[src/rtl/irq_regs_pkg.sv]
package irq_regs_pkg;
  localparam int unsigned DATA_W = 32;
  localparam int unsigned ADDR_W = 4;

  localparam logic [ADDR_W-1:0] OFS_SUMMARY = 4'h0;
  localparam logic [ADDR_W-1:0] OFS_STATUS  = 4'h4;
  localparam logic [ADDR_W-1:0] OFS_ENABLE  = 4'h8;
  localparam logic [ADDR_W-1:0] OFS_EVENT   = 4'hC;

  typedef enum logic [2:0] {
    SEL_SUMMARY,
    SEL_STATUS,
    SEL_ENABLE,
    SEL_EVENT,
    SEL_NONE
  } reg_sel_e;
endpackage

[src/rtl/irq_trigger_gen.sv]
module irq_trigger_gen #(
  parameter int unsigned NUM_SRC = 4,
  parameter logic [NUM_SRC-1:0] EDGE_MASK = '0
) (
  input  logic               clk,
  input  logic               rst_n,
  input  logic [NUM_SRC-1:0] status_i,
  output logic [NUM_SRC-1:0] prev_o,
  output logic [NUM_SRC-1:0] trig_o
);
  for (genvar i = 0; i < NUM_SRC; i++) begin : g_src
    if (EDGE_MASK[i]) begin : g_edge
      logic prev_q;
      always_ff @(posedge clk or negedge rst_n) begin
        if (!rst_n) prev_q <= 1'b0;
        else        prev_q <= status_i[i];
      end
      assign prev_o[i] = prev_q;
      assign trig_o[i] = status_i[i] & ~prev_q;
    end else begin : g_level
      assign prev_o[i] = 1'b0;
      assign trig_o[i] = status_i[i];
    end
  end
endmodule

[src/rtl/irq_event_bank.sv]
module irq_event_bank #(
  parameter int unsigned NUM_SRC = 4
) (
  input  logic               clk,
  input  logic               rst_n,
  input  logic [NUM_SRC-1:0] trig_i,
  input  logic [NUM_SRC-1:0] en_i,
  input  logic [NUM_SRC-1:0] clr_i,
  output logic [NUM_SRC-1:0] set_o,
  output logic [NUM_SRC-1:0] evt_o,
  output logic               pending_o
);
  logic [NUM_SRC-1:0] evt_q;

  assign set_o = trig_i & en_i;

  // hardware set takes priority over a software clear in the same cycle
  always_ff @(posedge clk or negedge rst_n) begin
    if (!rst_n) evt_q <= '0;
    else        evt_q <= set_o | (evt_q & ~clr_i);
  end

  assign evt_o     = evt_q;
  assign pending_o = |(evt_q & en_i);
endmodule

[src/rtl/irq_reg_if.sv]
module irq_reg_if
  import irq_regs_pkg::*;
#(
  parameter int unsigned NUM_SRC = 4
) (
  input  logic               clk,
  input  logic               rst_n,
  input  logic [ADDR_W-1:0]  reg_addr,
  input  logic               reg_wr,
  input  logic [DATA_W-1:0]  reg_wdata,
  input  logic [NUM_SRC-1:0] status_i,
  input  logic [NUM_SRC-1:0] evt_i,
  input  logic               pending_i,
  output logic [NUM_SRC-1:0] en_o,
  output logic [NUM_SRC-1:0] clr_o,
  output logic [DATA_W-1:0]  reg_rdata
);
  reg_sel_e           sel;
  logic [NUM_SRC-1:0] en_q;

  always_comb begin
    unique case (reg_addr)
      OFS_SUMMARY: sel = SEL_SUMMARY;
      OFS_STATUS:  sel = SEL_STATUS;
      OFS_ENABLE:  sel = SEL_ENABLE;
      OFS_EVENT:   sel = SEL_EVENT;
      default:     sel = SEL_NONE;
    endcase
  end

  always_ff @(posedge clk or negedge rst_n) begin
    if (!rst_n)                           en_q <= '0;
    else if (reg_wr && sel == SEL_ENABLE) en_q <= reg_wdata[NUM_SRC-1:0];
  end

  assign en_o  = en_q;
  assign clr_o = (reg_wr && sel == SEL_EVENT) ? reg_wdata[NUM_SRC-1:0] : '0;

  always_comb begin
    reg_rdata = '0;
    case (sel)
      SEL_SUMMARY: reg_rdata[0]         = pending_i;
      SEL_STATUS:  reg_rdata[NUM_SRC-1:0] = status_i;
      SEL_ENABLE:  reg_rdata[NUM_SRC-1:0] = en_q;
      SEL_EVENT:   reg_rdata[NUM_SRC-1:0] = evt_i;
      default:     reg_rdata = '0;
    endcase
  end

  if (NUM_SRC < DATA_W) begin : g_hi
    logic unused_wdata_hi;
    assign unused_wdata_hi = |reg_wdata[DATA_W-1:NUM_SRC];
  end
endmodule

[src/rtl/edge_level_irq_regs.sv]
module edge_level_irq_regs
  import irq_regs_pkg::*;
#(
  parameter int unsigned NUM_SRC = 4,
  parameter logic [NUM_SRC-1:0] EDGE_MASK = 4'b0101
) (
  input  logic               clk,
  input  logic               rst_n,
  input  logic [NUM_SRC-1:0] status_i,
  input  logic [ADDR_W-1:0]  reg_addr,
  input  logic               reg_wr,
  input  logic [DATA_W-1:0]  reg_wdata,
  output logic [DATA_W-1:0]  reg_rdata,
  output logic               irq_o
);
  logic [NUM_SRC-1:0] prev_vec;
  logic [NUM_SRC-1:0] trig_vec;
  logic [NUM_SRC-1:0] set_vec;
  logic [NUM_SRC-1:0] clr_vec;
  logic [NUM_SRC-1:0] en_vec;
  logic [NUM_SRC-1:0] evt_vec;
  logic               pending;

  irq_trigger_gen #(.NUM_SRC(NUM_SRC), .EDGE_MASK(EDGE_MASK)) u_trig (
    .clk(clk), .rst_n(rst_n), .status_i(status_i),
    .prev_o(prev_vec), .trig_o(trig_vec)
  );

  irq_event_bank #(.NUM_SRC(NUM_SRC)) u_evt (
    .clk(clk), .rst_n(rst_n), .trig_i(trig_vec), .en_i(en_vec),
    .clr_i(clr_vec), .set_o(set_vec), .evt_o(evt_vec), .pending_o(pending)
  );

  irq_reg_if #(.NUM_SRC(NUM_SRC)) u_regs (
    .clk(clk), .rst_n(rst_n), .reg_addr(reg_addr), .reg_wr(reg_wr),
    .reg_wdata(reg_wdata), .status_i(status_i), .evt_i(evt_vec),
    .pending_i(pending), .en_o(en_vec), .clr_o(clr_vec), .reg_rdata(reg_rdata)
  );

  assign irq_o = pending;
endmodule

[config.mk]
export PLATFORM = sky130hd
export DESIGN_NAME = edge_level_irq_regs
export DESIGN_NICKNAME = d
export VERILOG_FILES = /design/src/rtl/irq_regs_pkg.sv /design/src/rtl/irq_trigger_gen.sv /design/src/rtl/irq_event_bank.sv /design/src/rtl/irq_reg_if.sv /design/src/rtl/edge_level_irq_regs.sv
export SDC_FILE = /design/constraint.sdc
export NUM_CORES = 1
export LEC_CHECK = 0
export CAP_MARGIN = 20
export CORE_UTILIZATION = 33
export DETAILED_ROUTE_END_ITERATION = 16
export GPL_TIMING_DRIVEN = 0
export PLACE_DENSITY = 0.81
export SYNTH_ARGS = -nofsm -noshare
export SYNTH_HDL_FRONTEND = slang
export SYNTH_HIERARCHICAL = 1
export SYNTH_SLANG_ARGS = --single-unit
[constraint.sdc]
create_clock -name clk -period 3.3 [get_ports clk]
set_clock_uncertainty 0.2 [all_clocks]
set_input_delay 0.825 -clock clk [delete_from_list [all_inputs] [get_ports clk]]
set_output_delay 0.825 -clock clk [all_outputs]
set_load 0.01 [all_outputs]
Word-level counts from Yosys, hierarchy flattened
Cells that the tools add are included.

word-level totals
  register bits after elaboration = 10
  bits of input ports = 43
  word-level logic and storage cells = 28
  output and inout bits = 33

cells by class
  multiplexer cells = 4
  reduce and logical (&&, ||, !) cells = 5
  equality and inequality tests = 6
  bitwise operators = 9

operators by type and width
  operator                                                         number
  4-bit bitwise AND                                                3
  3-bit case mux with 4 select lines                               1
  3-bit case mux with 3 select lines                               1
  4-bit == test, second input constant                             2
  3-bit by 2-bit == test with 1-bit output, second input constant  2
  4-bit by 3-bit == test with 1-bit output, second input constant  1
  4-bit zero test                                                  1
  4-bit two-way mux                                                1
  4-bit NOT                                                        1
  4-bit bitwise OR                                                 1
  1-bit case mux with 4 select lines                               1
  4-bit OR reduction                                               1
  3-bit by 1-bit == test with 1-bit output, second input constant  1
  3-bit zero test                                                  1
  1-bit bitwise AND                                                2
  1-bit logical AND                                                2
  1-bit NOT                                                        2

Longest topological paths before layout
  word-level depth = 8
  mapped depth = 5
  mapped depth without buffers = 5

By module
Netlist, hierarchy kept.

by module, submodules not included
  module           sequential area each (sq um)  area an instance (sq um)  instances  cells each
  irq_reg_if       100.1                         524.3                     1          57
  irq_event_bank   100.1                         198.9                     1          19
  irq_trigger_gen  50.0                          126.4                     1          11

Least setup slack after synthesis
No wires, ideal clock.

  path kind = in2out
  from = input port reg_addr[2]
  to = output port reg_rdata[0]
  buffers on the path = 1
  path slack = 0.694 ns
  data arrival time = 1.581 ns
  stages on the path = 3
  data required time = 2.275 ns
  cell sequence = buf_6 -> mux4_2 -> and2_1

on the way
  cells in the longest elaborated chain, start to end = 4
  elaborated cells between the ends (all ways) = 10
  those cells by class = eq/ne (6); mux (2); reduce/logical (2)

ends and longest elaborated chain
  item                                                                    RTL line                   text
  start: declaration                                                      edge_level_irq_regs.sv:10  input logic [ADDR_W-1:0] reg_addr,
  4-bit == test, or another cell as far along                             irq_reg_if.sv:22           unique case (reg_addr)
  3-bit case mux with 4 select lines *                                    irq_reg_if.sv:22
  3-bit by 2-bit == test with 1-bit output, or another cell as far along  irq_reg_if.sv:41           case (sel)
  1-bit case mux with 4 select lines *                                    irq_reg_if.sv:41
  end: declaration                                                        edge_level_irq_regs.sv:13  output logic [DATA_W-1:0] reg_rdata,

Every way passes the cells marked *; elsewhere a longest branch is shown, timed or not.

Worst setup path after layout
  from = input port status_i[0]
  to = output port reg_rdata[0]

on the way
  cells in the longest elaborated chain, start to end = 1

ends and longest elaborated chain
  item                                RTL line                  text
  start: declaration                  edge_level_irq_regs.sv:9  input logic [NUM_SRC-1:0] status_i,
  1-bit case mux with 4 select lines  irq_reg_if.sv:41

Every way passes these cells.

==> metrics.md <==
| Metric | Value |
|---|---|
| Run status | `complete, no violations` |
| Min cycle time layout | `3197 ps` |
| Worst reg2reg startpoint | `u_regs/en_o[0]` |
| Area enclosed by the die boundary | `2675 um2` |
| Number of I/O port buffers | `18` |
| Depth of the worst hold-timing path | `1` |
| DRC errors left | `0` |
| Class of the most critical hold timing path | `register to register` |
| Period Utilization, post-route | `0.9687` |
| Worst VDD drop | `232.0 uV` |
| RSZ-0062 raised after global routing | `false` |
| Instance area at placement | `1132 um2` |
| Final layout net count | `176` |
| Number of fillers in the final layout | `220` |
| Cell count after synthesis | `82` |
| Met1 Resource Use GR | `0.1405` |
| Starting DRC count in detailed routing | `4` |
| Pin count of the biggest net entering global routing | `11` |
| Final design area excluding fillers | `1165 um2` |
| Total number of cells along the worst setup path | `4` |
| Critical Path Fanout Max | `3` |
| Overall Global Routing Usage | `0.1220` |
| Number of buffers inserted for hold repair after clock tree synthesis | `0` |
| Clock buffers created by TritonCTS | `3` |
| Area of the placeable core | `2276 um2` |
| Slowest stage cell, crit path | `sky130_fd_sc_hd__clkdlybuf4s50_1` |
| Root buf cell | `sky130_fd_sc_hd__clkbuf_4` |
| Endpoint arrival time on the critical path | `2170 ps` |
| Start point of the critical path | `status_i[0]` |
| First-pass GRT wire length | `2346 um` |
| Total standard cell area after synthesis | `815.8 um2` |
| Final WL | `1495 um` |
| Number of buffers on the longest clock path | `2` |
| Most used cells in the layout excluding fill and tap cells | `sky130_fd_sc_hd__buf_4, sky130_fd_sc_hd__conb_1, sky130_fd_sc_hd__clkdlybuf4s50_1` |
| Routability congestion estimate from global placement | `0.7625` |
| Final HPWL DP | `1232 um` |
| Count of final max-slew check failures | `0` |
| Highest attainable clock frequency | `0.3128 GHz` |
| Global-route track usage on met2 | `0.2013` |
| Final hold violation count | `0` |
| Worst Hold Slack | `314.9 ps` |
| Lkg Pwr | `0.0006093 uW` |
| Fraction of final layout cells with drive strength greater than 1 | `0.3664` |
| Power density relative to cell area | `332.0 nW/um2` |
| Antenna violation net count after detailed routing | `0` |
| Number of I/O pins | `76` |
| Setup slack, reg-to-reg | `2270 ps` |
| Initial Util | `0.3584` |
| Worst Reg-to-Reg Cells | `2` |
| Max-capacitance violation count | `0` |
| Final number of setup-violating endpoints | `0` |
| Required time at the endpoint of the critical path | `2270 ps` |
| Register clock-pin slew on the reported worst setup and hold paths | `60 ps` |
| Die Y | `51.72 um` |
| Global-route track usage on met3 | `0.008772` |
| CP Capture Point | `reg_rdata[0]` |
| Critical path capture point type | `output pin` |
| DRT Pass-1 Iters | `2` |
| Number of cells in the design after placement | `155` |
| Critical Setup Path Class | `input pin to output pin` |
| Antenna Diode Count | `0` |
| Area growth from synthesis to layout | `42.79%` |
| Drt wl/cell | `9.403 um` |
| Chip width | `51.72 um` |
| Number of buffers and inverters on the critical path | `2` |
| Number of warnings issued by yosys | `6` |
| Vias post-DR | `616` |
| Non-filler cells, final | `159` |
| FF-to-FF End | `u_evt/evt_o[0]` |
| TritonCTS clock tree | `yes` |
| Most heavily used metal layer in global routing | `met2` |
| Total number of placement rows | `17` |
| Most common cell after layout, fill and taps aside | `sky130_fd_sc_hd__buf_4` |
| Drt via density | `3.874` |
| Largest incremental delay on the critical path | `450 ps` |
| Startpoint class of the critical path | `input pin` |
| Total number of clock tree sinks | `10` |
| Vias in the first global route | `567` |
| Average instance area after synthesis | `9.949 um2` |
| Series of cell instances along the critical path | `clkdlybuf4s50_1, mux4_2, and2_1, dlygate4sd2_1` |
| Overflow left after global routing | `0` |
| # H-tree levels | `1` |
| Initial antenna violation count | `0` |
| Top Family by Delay on Critical Path | `buffers and inverters` |
| Clock latency reported for the late side of the worst-skew pair | `260 ps` |
stage by stage:
stage / setup slack [ps] / power (uW) / setup TNS, ps / utilization
global placement: -175.3 / 302.9 / -589.7 / 0.4975
finish: 103.2 / 386.7 / 0 / 0.5118
detailed placement: -192.6 / 306.8 / -667.2 / 0.4975
floorplan: 694.4 / 258.5 / 0 / -
CTS: 96.04 / 390.8 / 0 / 0.5074
global route: 18.59 / 411.6 / 0 / 0.5118
metal layers:
metal | wire [um] | share of wire
met4 | 29 | 0.019
met3 | 98 | 0.066
met1 | 649 | 0.43
met5 | 0 | 0
met2 | 718 | 0.48
flip-flops by register name, summed over array words and instances (netlist names):
register	count
u_evt/evt_o	4
u_regs/en_o	4
u_trig/g_src.g_edge.prev_q	2
worst min-delay path by stage:
stage          slack, ps      startpoint              to
2_1_floorplan        270  u_evt/evt_o[2]  u_evt/evt_o[2]
3_3_place_gp         290  u_evt/evt_o[3]  u_evt/evt_o[3]
3_5_place_dp         300  u_evt/evt_o[3]  u_evt/evt_o[3]
4_1_cts              310  u_evt/evt_o[3]  u_evt/evt_o[3]
5_1_grt              330  u_evt/evt_o[2]  u_evt/evt_o[2]
6_report             310  u_evt/evt_o[3]  u_evt/evt_o[3]
final cells by class:
cell class                      count  area, um2  share of cell area
Multi-Input combinational cell     64      417.9              0.3588
Sequential cell                    10      250.2              0.2148
Buffer                             31      236.5              0.2030
Timing Repair Buffer               19      187.7              0.1611
Tap cell                           28      35.03             0.03008
Clock buffer                        3      22.52             0.01933
Inverter                            4      15.01             0.01289
power breakdown:
| part | internal [uW] | switching, uW | total [uW] |
|---|---|---|---|
| Clock | 42.0 | 38.9 | 80.9 |
| Combinational | 90.0 | 53.3 | 143 |
| Sequential | 143 | 19.2 | 163 |
| Total | 275 | 111 | 387 |
timing repair:
item / in CTS / in global routing
setup buffers: 0 / 1
setup endpoints to repair: 4 / 2
resized for setup: 3 / 1
Power figures use the tool's default switching activity.
